--- src/rtl/bkpt_seq_pkg.sv ---
package bkpt_seq_pkg;
  localparam int MODE_W = 2;

  typedef enum logic [MODE_W-1:0] {
    SEQ_OFF       = 2'b00,
    SEQ_B_TRACE   = 2'b01,
    SEQ_A_B       = 2'b10,
    SEQ_A_B_TRACE = 2'b11
  } seq_mode_e;

  // strobes from the sequencing control to the request/freeze datapath
  typedef struct packed {
    logic reqA;     // qualified A request
    logic reqB;     // qualified B request
    logic frzSet;   // qualified B freeze
    logic trcGate;  // trace counting allowed this cycle
  } seq_strobe_t;
endpackage

--- src/rtl/bkpt_seq_ctrl.sv ---
module bkpt_seq_ctrl
  import bkpt_seq_pkg::*;
(
  input  logic              clk,
  input  logic              rstN,
  input  logic [MODE_W-1:0] seqMode,
  input  logic              traceEn,
  input  logic              freezeSel,
  input  logic              matchA,
  input  logic              matchB,
  output seq_strobe_t       strobe
);
  logic [MODE_W-1:0] modeQ;
  logic armAQ, armBQ;
  logic modeChange, armA, armB;
  logic reqA, qualB, gate, setA, setB;

  // a newly written mode sees cleared arming flags at once
  assign modeChange = (seqMode != modeQ);
  assign armA = armAQ & ~modeChange;
  assign armB = armBQ & ~modeChange;

  always_comb begin
    reqA  = 1'b0;
    qualB = 1'b0;
    gate  = 1'b1;
    setA  = 1'b0;
    setB  = 1'b0;
    case (seq_mode_e'(seqMode))
      SEQ_OFF: begin
        reqA  = matchA;
        qualB = matchB;
      end
      SEQ_B_TRACE: begin
        reqA = matchA;
        gate = armB;
        setB = matchB;
      end
      SEQ_A_B: begin
        qualB = matchB & armA;
        setA  = matchA;
      end
      SEQ_A_B_TRACE: begin
        gate = armB;
        setA = matchA;
        setB = matchB & armA;
      end
      default: ;
    endcase
  end

  always_ff @(posedge clk or negedge rstN) begin
    if (!rstN) begin
      modeQ <= '0;
      armAQ <= 1'b0;
      armBQ <= 1'b0;
    end else begin
      modeQ <= seqMode;
      armAQ <= ~modeChange & (armAQ | setA);
      armBQ <= ~modeChange & (armBQ | setB);
    end
  end

  assign strobe.reqA    = reqA;
  assign strobe.reqB    = qualB & ~freezeSel;
  assign strobe.frzSet  = qualB & freezeSel;
  assign strobe.trcGate = traceEn & gate;
endmodule

--- src/rtl/bkpt_seq_dp.sv ---
module bkpt_seq_dp
  import bkpt_seq_pkg::*;
(
  input  logic        clk,
  input  logic        rstN,
  input  seq_strobe_t strobe,
  input  logic        forceDbg,
  input  logic        intReqEn,
  input  logic        intReq,
  input  logic        traceTerm,
  input  logic        freezeClr,
  output logic        dbgReqQ,
  output logic        freezeQ
);
  logic reqNext, freezeNext;

  assign reqNext = strobe.reqA | strobe.reqB | forceDbg
                 | (intReqEn & intReq)
                 | (traceTerm & strobe.trcGate);

  // a new freeze wins over a clear in the same cycle
  assign freezeNext = strobe.frzSet | (freezeQ & ~freezeClr);

  always_ff @(posedge clk or negedge rstN) begin
    if (!rstN) begin
      dbgReqQ <= 1'b0;
      freezeQ <= 1'b0;
    end else begin
      dbgReqQ <= reqNext;
      freezeQ <= freezeNext;
    end
  end
endmodule

--- src/rtl/bkpt_seq_top.sv ---
module bkpt_seq_top
  import bkpt_seq_pkg::*;
(
  input  logic              clk,
  input  logic              rstN,
  input  logic [MODE_W-1:0] seqMode,
  input  logic              traceEn,
  input  logic              freezeSel,
  input  logic              forceDbg,
  input  logic              intReqEn,
  input  logic              matchA,
  input  logic              matchB,
  input  logic              traceTerm,
  input  logic              intReq,
  input  logic              freezeClr,
  output logic              dbgReq,
  output logic              traceCntEn,
  output logic              fifoFreeze,
  output logic              freezeFlag
);
  seq_strobe_t strobe;
  logic freezeQ;

  bkpt_seq_ctrl u_ctrl (
    .clk(clk), .rstN(rstN), .seqMode(seqMode), .traceEn(traceEn),
    .freezeSel(freezeSel), .matchA(matchA), .matchB(matchB), .strobe(strobe)
  );

  bkpt_seq_dp u_dp (
    .clk(clk), .rstN(rstN), .strobe(strobe), .forceDbg(forceDbg),
    .intReqEn(intReqEn), .intReq(intReq), .traceTerm(traceTerm),
    .freezeClr(freezeClr), .dbgReqQ(dbgReq), .freezeQ(freezeQ)
  );

  assign traceCntEn = strobe.trcGate;
  assign fifoFreeze = freezeQ;
  assign freezeFlag = freezeQ;
endmodule

--- config.mk ---
export PLATFORM = sky130hd
export DESIGN_NAME = bkpt_seq_top
export DESIGN_NICKNAME = d
export VERILOG_FILES = /design/src/rtl/bkpt_seq_pkg.sv /design/src/rtl/bkpt_seq_ctrl.sv /design/src/rtl/bkpt_seq_dp.sv /design/src/rtl/bkpt_seq_top.sv
export SDC_FILE = /design/constraint.sdc
export NUM_CORES = 1
export LEC_CHECK = 0
export BUFFER_PORTS_ARGS = -buffer_cell sky130_fd_sc_hd__buf_2
export CAP_MARGIN = 10
export CORE_AREA = 2 2 39 41
export CTS_CLUSTER_DIAMETER = 80
export CTS_CLUSTER_SIZE = 24
export DETAILED_ROUTE_END_ITERATION = 8
export DIE_AREA = 0 0 41 43
export PLACE_DENSITY = 0.51
export SLEW_MARGIN = 15
export SYNTH_ARGS = -nofsm -noshare
export SYNTH_HDL_FRONTEND = slang
export SYNTH_SLANG_ARGS = --single-unit
--- constraint.sdc ---
create_clock -name clk -period 2.75 [get_ports clk]
set_input_delay 0.275 -clock clk [delete_from_list [all_inputs] [get_ports clk]]
set_output_delay 0.275 -clock clk [all_outputs]
set_load 0.03 [all_outputs]
==> results of run 1 <==
-- final timing paths --
path,start,to,slack [ns],cells after the start
setup / recovery,u_ctrl.modeQ[1]$_DFF_PN0_,traceCntEn,1.20,3
min in group asynchronous,rstN,u_ctrl.armBQ$_DFF_PN0_,0.39,2
max in group asynchronous,rstN,u_dp.freezeQ$_DFF_PN0_,2.21,2
setup reg to reg,u_ctrl.modeQ[0]$_DFF_PN0_,u_dp.dbgReqQ$_DFF_PN0_,1.50,3
hold / removal,freezeClr,u_dp.freezeQ$_DFF_PN0_,0.21,2
hold reg to reg,u_dp.freezeQ$_DFF_PN0_,u_dp.freezeQ$_DFF_PN0_,0.55,2
-- layout make-up --
cell class                 count  area [sq um]
tap                           16          20.0
clock buffer                   3          22.5
multi-input combinational     20           130
inverter                       5          18.8
timing repair buffer          17          90.1
sequential                     6           150
fill                         148           952
-- cells in the mapped netlist --
cell type,number
a2111oi_0,1
a211o_1,1
a211o_2,1
a21boi_0,1
a21oi_1,2
and2b_2,1
buf_4,1
dfrtp_1,6
inv_1,5
nand2_1,2
nand3_1,2
nand3b_1,1
nor2_1,1
o211ai_1,1
o21ai_0,2
o22ai_1,2
xor2_1,2
-- cells by family (layout without fill, tap and decap cells) --
| logic type | count (synthesis) | in the layout | synth area share |
|---|---|---|---|
| AOI/OAI and AO/OA | 11 | 11 | 0.245 |
| xor gates and xnor gates | 2 | 2 | 0.0572 |
| buffers and inverters | 6 | 25 | 0.0857 |
| DFF | 6 | 6 | 0.490 |
| and+or+nand+nor | 7 | 7 | 0.122 |
-- sequential cells by signal, summed over array words and instances, names as in the netlist --
name	flops
u_dp.freezeQ	1
u_dp.dbgReqQ	1
u_ctrl.armAQ	1
u_ctrl.modeQ	2
u_ctrl.armBQ	1
-- per-layer routing --
metal	track usage	share of wire	vias up
met5	0	0	-
met4	0.0800	0.026	0
met3	0.0785	0.14	2
met2	0.128	0.42	19
met1	0.0877	0.42	138
li1	-	-	151
-- through the flow --
| stage | total power (uW) | instance area [sq um] |
|---|---|---|
| 2_1_floorplan | 117 | 307 |
| 3_3_place_gp | 135 | 399 |
| 3_5_place_dp | 135 | 399 |
| 4_1_cts | 220 | 432 |
| 5_1_grt | 228 | 432 |
| 6_report | 215 | 432 |
-- layout by cell type, fill, tap and decap left out, drive strengths merged, types with 2 or more instances in the layout --
cell / Yosys / layout
inv: 5 / 5
a211o: 2 / 2
o21ai: 2 / 2
a21oi: 2 / 2
buf: 1 / 16
xor2: 2 / 2
nand2: 2 / 2
dfrtp: 6 / 6
clkbuf: 0 / 3
o22ai: 2 / 2
nand3: 2 / 2
-- worst max-delay path: stages (launching register included) --
cell,delay [ns]
dfrtp_1,0.43
xor2_1,0.17
o22ai_1,0.19
buf_2,0.24
-- power groups by stage --
stage | clock network, uW | registers [uW] | logic, uW
floorplan | 0 | 101 | 15.4
global route | 90.3 | 97.2 | 40.7
finish | 80.7 | 96.7 | 37.5
CTS | 85.2 | 96.6 | 38.1
detailed placement | 0 | 97.9 | 36.8
global placement | 0 | 98.0 | 36.9
==> run_results.csv, run 1 <==
group,metric,value,unit
run_status,outcome,"finished, final reports clean",
critical_path,crit_type,"reg2out",
drt,wirelength,732,um
critical_path,cp-start-kind,"flop",
pwr,switching_share,0.263,
drt,drc,0,
pwr,p_per_area,498,mW/mm^2
clocking,cts_resized,0,
critical_path,worst_ep_arrival_time,1.27,ns
pwr,seq_power_share,0.450,
clocking,clk_latency,0.24,ns
sta,holdWs,0.208,ns
logic_synthesis,syn_area,307,sq um
floorplanning,fp.coreArea,0.00138,sq mm
final_layout,stdcell_count,67,
pwr,power_switching,56.5,uW
clocking,cts.sinks,6,
drt,antenna_left,0,
pwr,p_int,158,uW
sta,worst_slack,1.20,ns
drt,vias,310,
logic_synthesis,ys_seq_area_frac,0.490,
sta,period_share,0.562,
worst_hold_path,hold_path.class,"in2reg",
clocking,cts_hold_buffers,1,
final_layout,diodes,0,
global_route,grt_pass1_vias,264,
pwr,comb_power_share,0.175,
clocking,htreeDepth,1,
final_layout,drive_above_1_share,0.412,
global_route,overflow,0,
job,max_cap_viol_count,0,
pwr,power.leakage,0.000215,uW
logic_synthesis,netlist_top_cells_area,"dfrtp_1, inv_1, xor2_1",
logic_synthesis,yosysTopAreaCellShare,0.490,
global_route,grt_pass1_wl,993,um
floorplanning,die_x,41,um
drt,first_iter_violations,9,
logic_synthesis,syn_avg_cell_area,9.58,sq um
logic_synthesis,ys_seq_elements,6,
sta,skew,0.00467,ns
logic_synthesis,synth_cell_types,17,
placement,pre_cts_slack,1.45,ns
placement,portBuffers,16,
sta,slew_violations,0,
sta,finalHoldViolCount,0,
sta,setup_viol,0,
logic_synthesis,yosysWarningCount,0,
sta,slew_headroom,0.732,
final_layout,area_growth,40.8,%
floorplanning,initial_core_util,0.222,
critical_path,endpoint_kind,"output pin",
floorplanning,die_area,0.00176,sq mm
placement,dpl.cell_count,63,
pwr,clkPwrFrac,0.375,
global_route,grt_max_degree,9,
sta,tightestPinTransition,0.391,ns
clocking,cts_buffers,3,
clocking,cts_buffer_depth,2,
pwr,ir_worst_vdd,0.201,mV
critical_path,path_max_fanout,5,
clocking,path_clk_slew,0.05,ns
placement,place_hpwl,561,um
drt,wire_per_inst,10.9,um
clocking,cts_root_buf,"clkbuf_4",
logic_synthesis,yosys.area.top_type,"dfrtp_1",
sta,fmax,647,MHz
global_route,antenna_found_initial,0,
sta,final.setup.tns,0,ns
final_layout,final_util,0.312,
drt,vias_per_cell,4.63,
logic_synthesis,synth_cells,32,
floorplanning,std_cell_rows,14,
global_route,gr-usage-all-layers,0.0957,
floorplanning,boundaryPins,17,
floorplanning,fp.dieH,43,um
sta,period_needed,1.55,ns
clocking,cts_setup_buffers,0,
logic_synthesis,synth_nets,45,
sta,rsz0062_at_grt,"false",
critical_path,cp.required,2.48,ns
drt,firstDrtPassIters,4,
final_layout,fin_nets,66,
placement,place_congestion,0.663,
clocking,tritoncts,"done",
(Power assumes the default switching activity.)
==> run 2: changes to the inputs <==
clock period = 1.6 ns   (was 2.75 ns; I/O delays follow)
==> run 2 against run 1 <==
Setup slack worse by 1.0 ns. Sequential power up 72%. Largest power group unchanged. Cell count unchanged. Critical endpoint unchanged. Non-clock buffer count unchanged. Critical path type unchanged. Flip-flop and latch count unchanged. Register-to-register slack worse by 1.2 ns. Routed wire length up 2.7%.
==> run_results.csv, run 2 (synthesis gave the netlist of run 1 again) <==
group,metric,value,unit
run_status,outcome,"finished, final reports clean",
pwr,seq_power_share,0.455,
sta,final.setup.tns,0,ns
final_layout,fill_cells,148,
job,max_cap_viol_count,0,
clocking,cts_buffer_depth,2,
worst_hold_path,hold_end,"u_dp.freezeQ$_DFF_PN0_",
critical_path,cp-start-kind,"flop",
clocking,cts.sinks,6,
floorplanning,fp.dieH,43,um
drt,wirelength,752,um
clocking,path_clk_slew,0.04,ns
final_layout,multi_input_area,130,sq um
final_layout,drive_above_1_share,0.412,
placement,place_congestion,0.623,
clocking,cts_buffers,3,
placement,portBuffers,16,
global_route,grt_pass1_wl,1.27,mm
global_route,overflow,0,
drt,drc,0,
pwr,power.leakage,0.000215,uW
pwr,p_int,272,uW
sta,slew_headroom,0.721,
worst_hold_path,hold_start,"freezeClr",
pwr,switching_share,0.256,
pwr,comb_power_share,0.178,
drt,first_iter_violations,6,
pwr,p_per_area,847,mW/mm^2
global_route,gr-usage-all-layers,0.114,
worst_hold_path,hold_path.class,"in2reg",
sta,holdWs,0.100,ns
floorplanning,boundaryPins,17,
drt,wire_per_inst,11.2,um
critical_path,worst_ep_arrival_time,1.28,ns
final_layout,layout_common_cells,"buf_2, dfrtp_1, inv_1, clkbuf_4",
final_layout,fin_nets,66,
critical_path,worst-r2r-cell-count,3,
sta,rsz0062_at_grt,"false",
floorplanning,initial_core_util,0.222,
sta,tightestPinTransition,0.409,ns
critical_path,r2r-end,"u_dp.dbgReqQ$_DFF_PN0_",
sta,fmax,696,MHz
final_layout,area_growth,40.8,%
global_route,antenna_found_initial,0,
sta,finalHoldViolCount,0,
clocking,htreeDepth,1,
pwr,ir_worst_vdd,0.227,mV
final_layout,final_common_cell,"buf_2",
drt,vias,298,
final_layout,diodes,0,
drt,vias_per_cell,4.45,
clocking,tritoncts,"done",
critical_path,crit_type,"reg2out",
global_route,grt_max_degree,9,
final_layout,largest_reg_flops,2,
final_layout,stdcell_count,67,
floorplanning,die_area,0.00176,sq mm
final_layout,register_area,150,sq um
placement,place_hpwl,607,um
critical_path,path_max_fanout,5,
floorplanning,std_cell_rows,14,
floorplanning,die_x,41,um
sta,period_needed,1.44,ns
pwr,clkPwrFrac,0.367,
clocking,cts_resized,0,
drt,firstDrtPassIters,2,
sta,skew,0.00406,ns
clocking,cts_root_buf,"clkbuf_4",
sta,setup_viol,0,
pwr,power_switching,93.4,uW
clocking,clk_latency,0.24,ns
sta,slew_violations,0,
floorplanning,fp.coreArea,0.00138,sq mm
placement,dpl.cell_count,63,
drt,antenna_left,0,
global_route,grt_pass1_vias,320,
critical_path,ff2ff_setup_slack,0.33,ns
critical_path,cp.required,1.44,ns
critical_path,endpoint_kind,"output pin",
sta,period_share,0.898,
worst_hold_path,min_delay_path_depth,2,
critical_path,rr_startpoint,"u_ctrl.modeQ[0]$_DFF_PN0_",
final_layout,largest_register,"u_ctrl.modeQ",
run 2: worst max path at each step:
stage / start / endpoint / slack (ns) / cells after the start
CTS: u_ctrl.modeQ[1]$_DFF_PN0_ / traceCntEn / 0.14 / 3
detailed placement: u_ctrl.modeQ[0]$_DFF_PN0_ / u_dp.dbgReqQ$_DFF_PN0_ / 0.35 / 3
global placement: u_ctrl.modeQ[0]$_DFF_PN0_ / u_dp.dbgReqQ$_DFF_PN0_ / 0.39 / 3
finish: u_ctrl.modeQ[1]$_DFF_PN0_ / traceCntEn / 0.16 / 3
global route: u_ctrl.modeQ[1]$_DFF_PN0_ / traceCntEn / 0.09 / 3
floorplan: u_ctrl.modeQ[1]$_DFF_PN0_ / u_dp.dbgReqQ$_DFF_PN0_ / 0.23 / 3
run 2: final cells by class:
cell class	instances	area share
inverter	5	0.0435
sequential	6	0.348
clock buffer	3	0.0522
timing repair buffer	17	0.209
tap	16	0.0464
multi-input combinational	20	0.301
run 2: worst max-delay path, stage by stage (launching register included):
cell and delay [ns]:
dfrtp_1 0.42, xor2_1 0.18, o22ai_1 0.20, buf_2 0.24
run 2: stage by stage:
step / instance area, sq um / power (uW) / utilization / setup slack, ns
2_1_floorplan: 307 / 201 / - / 0.228
3_3_place_gp: 399 / 232 / 0.288 / 0.393
3_5_place_dp: 399 / 233 / 0.288 / 0.353
4_1_cts: 432 / 377 / 0.312 / 0.140
5_1_grt: 432 / 397 / 0.312 / 0.0878
6_report: 432 / 365 / 0.312 / 0.163
run 2: timing repair:
action                                 4_1_cts  5_1_grt
hold buffers                                 1        0
buffers inserted                             0        0
endpoints found under the hold margin        6        0
run 2: layer usage:
metal | track usage | share of wire
met3 | 0.0314 | 0.088
met5 | 0 | 0
met2 | 0.163 | 0.47
met4 | 0.120 | 0.025
met1 | 0.121 | 0.41
run 2: power groups by stage:
stage	Combinational [uW]	Clock, uW	Sequential (uW)
3_3_place_gp	63.3	0	169
4_1_cts	66.1	145	166
6_report	65.0	134	166
3_5_place_dp	63.9	0	169
2_1_floorplan	26.5	0	174
5_1_grt	71.9	158	167
==> run 3: changes to the inputs <==
ABC_AREA = 1   (was not set)
==> run 3 against run 2 <==
Cell count increased by 4.5%. First-iteration DRC count is 50% lower. Clock power up 5%. Routed wire length decreased by 8.8%. Largest power group unchanged. Global-route usage is 1.2 points lower. Utilization grew 0.36 points. Count of clock-buffer cells in the layout unchanged. Register-to-register slack gained 0.28 ns. Power increased by 2.0%. Cell area grew 1.2%. Synthesized cell count rose by 9.4%.
==> run_results.csv, run 3 <==
group,metric,value,unit
run_status,outcome,"finished, final reports clean",
critical_path,worst-r2r-cell-count,7,
clocking,cts.sinks,6,
logic_synthesis,ys_seq_elements,6,
floorplanning,std_cell_rows,14,
floorplanning,initial_core_util,0.225,
logic_synthesis,synth_edf_count,0,
global_route,overflow,0,
placement,pre_cts_slack,0.413,ns
global_route,gr-usage-all-layers,0.102,
drt,wirelength,686,um
final_layout,register_area,150,sq um
logic_synthesis,synth_nets,48,
clocking,clk_latency,0.24,ns
final_layout,largest_register,"u_ctrl.modeQ",
clocking,cts_buffers,3,
pwr,power.leakage,0.000243,uW
logic_synthesis,yosys.area.top_type,"dfrtp_1",
logic_synthesis,ys_seq_area_frac,0.482,
floorplanning,fp.coreArea,0.00138,sq mm
sta,period_share,0.908,
logic_synthesis,synth_flop_cell,"dfrtp_1",
final_layout,final_common_cell,"buf_2",
logic_synthesis,yosysWarningCount,0,
pwr,power_switching,101,uW
floorplanning,boundaryPins,17,
sta,slew_violations,0,
logic_synthesis,synth_cell_types,12,
placement,portBuffers,16,
placement,place_congestion,0.692,
final_layout,diodes,0,
critical_path,cp.required,1.44,ns
pwr,ir_worst_vdd,0.454,mV
pwr,p_per_area,854,mW/mm^2
final_layout,layout_common_cells,"buf_2, inv_1, nand2_1, dfrtp_1, nand2_2",
floorplanning,die_x,41,um
job,max_cap_viol_count,0,
logic_synthesis,yosysTopAreaCellShare,0.482,
critical_path,cp-start-kind,"flop",
sta,skew,0.00272,ns
critical_path,path_max_fanout,3,
clocking,htreeDepth,1,
logic_synthesis,syn_area,312,sq um
clocking,path_clk_slew,0.05,ns
sta,period_needed,1.45,ns
floorplanning,fp.dieH,43,um
global_route,antenna_found_initial,0,
global_route,grt_pass1_vias,281,
pwr,comb_power_share,0.186,
critical_path,ff2ff_setup_slack,0.61,ns
clocking,cts_root_buf,"clkbuf_4",
sta,setup_viol,0,
clocking,cts_resized,0,
critical_path,crit_type,"reg2out",
pwr,p_int,272,uW
sta,rsz0062_at_grt,"false",
logic_synthesis,synth_cells,35,
drt,antenna_left,0,
pwr,switching_share,0.270,
worst_hold_path,hold_path.class,"in2reg",
global_route,grt_max_degree,7,
final_layout,multi_input_area,131,sq um
final_layout,area_growth,40.2,%
critical_path,endpoint_kind,"output pin",
critical_path,r2r-end,"u_dp.dbgReqQ$_DFF_PN0_",
sta,tightestPinTransition,0.262,ns
final_layout,drive_above_1_share,0.481,
sta,slew_headroom,0.825,
logic_synthesis,synth_commonest_cells,"dfrtp_1, inv_1, nand2_1, nand2_2",
final_layout,fill_cells,152,
critical_path,endpoint,"traceCntEn",
pwr,clkPwrFrac,0.377,
global_route,grt_pass1_wl,1.10,mm
final_layout,fin_nets,69,
critical_path,worst_ep_arrival_time,1.29,ns
clocking,cts_buffer_depth,2,
floorplanning,die_area,0.00176,sq mm
sta,final.setup.tns,0,ns
sta,finalHoldViolCount,0,
clocking,tritoncts,"done",
logic_synthesis,netlist_top_cells_area,"dfrtp_1, nand2_2, inv_1",
drt,firstDrtPassIters,3,
pwr,seq_power_share,0.436,
clocking,cts_setup_buffers,0,
drt,wire_per_inst,9.80,um
logic_synthesis,async_flop_share,1.00,
sta,fmax,689,MHz
critical_path,rr_startpoint,"u_ctrl.modeQ[0]$_DFF_PN0_",
final_layout,largest_reg_flops,2,
drt,vias_per_cell,4.33,
drt,first_iter_violations,3,
sta,worst_slack,0.148,ns
critical_path,crit_start,"u_ctrl.modeQ[0]$_DFF_PN0_",
logic_synthesis,syn_avg_cell_area,8.90,sq um
drt,vias,303,
drt,drc,0,
run 3: cell count changes after synthesis, sizes merged, moves of 2 or more:
cell / change
a211o: -2
a21oi: -2
nand2: +8
nand3: +3
nand4: +3
o22ai: -2
xor2: -2
run 3: kinds of logic (layout without fill, tap and decap cells):
group | after synthesis | in the layout | share of synthesized area
AOI/OAI and AO/OA | 3 | 3 | 0.0683
buffers and inverters | 7 | 26 | 0.0964
DFF | 6 | 6 | 0.482
and+or+nand+nor | 19 | 19 | 0.353
run 3: metrics by stage:
step | area, sq um | power, uW | util | std cells | hold slack [ns]
floorplan | 312 | 203 | - | 35 | -0.136
global placement | 404 | 232 | 0.292 | 66 | -0.00377
detailed placement | 404 | 233 | 0.292 | 66 | -0.00376
CTS | 437 | 381 | 0.316 | 70 | 0.0810
global route | 437 | 409 | 0.316 | 70 | 0.0727
finish | 437 | 373 | 0.316 | 70 | 0.0886
run 3: worst max-delay path: stages (launching register included):
cell and delay [ns]:
dfrtp_1 0.37, inv_1 0.06, nand2_2 0.05, nand2_2 0.09, nand3_2 0.10, a21boi_0 0.16, buf_2 0.22
run 3: worst min-delay path by stage:
stage               startpoint                        end  slack, ns  cells past startpoint
floorplan                 rstN     u_ctrl.armAQ$_DFF_PN0_      -0.14                      0
global placement          rstN     u_ctrl.armBQ$_DFF_PN0_     -0.004                      1
detailed placement        rstN     u_ctrl.armAQ$_DFF_PN0_     -0.004                      1
CTS                 seqMode[1]  u_ctrl.modeQ[1]$_DFF_PN0_       0.08                      1
global route         freezeClr     u_dp.freezeQ$_DFF_PN0_       0.07                      2
finish               freezeClr     u_dp.freezeQ$_DFF_PN0_       0.09                      2
run 3: final cells by class:
cell class,count,area share
Clock buffer,3,0.0516
Inverter,6,0.0516
Sequential cell,6,0.344
Tap cell,16,0.0458
Timing Repair Buffer,17,0.206
Multi-Input combinational cell,22,0.301
run 3: what timing repair did:
| action | 4_1_cts | 5_1_grt |
|---|---|---|
| hold endpoints to repair | 6 | 0 |
| hold buffers | 1 | 0 |
| endpoints found under the setup margin | 0 | 0 |
run 3: power by group through the flow:
stage | Combinational [uW] | Sequential [uW] | Clock, uW
floorplan | 31.8 | 172 | 0
global placement | 66.8 | 165 | 0
detailed placement | 68.0 | 165 | 0
CTS | 70.6 | 163 | 148
global route | 76.0 | 163 | 170
finish | 69.5 | 163 | 141
run 3: routing by layer:
metal	GRT usage	up-vias	wire, um
met5	0	-	0
met4	0.0200	0	0
met2	0.138	13	327
met1	0.117	133	295
li1	-	157	-
met3	0.0942	0	63
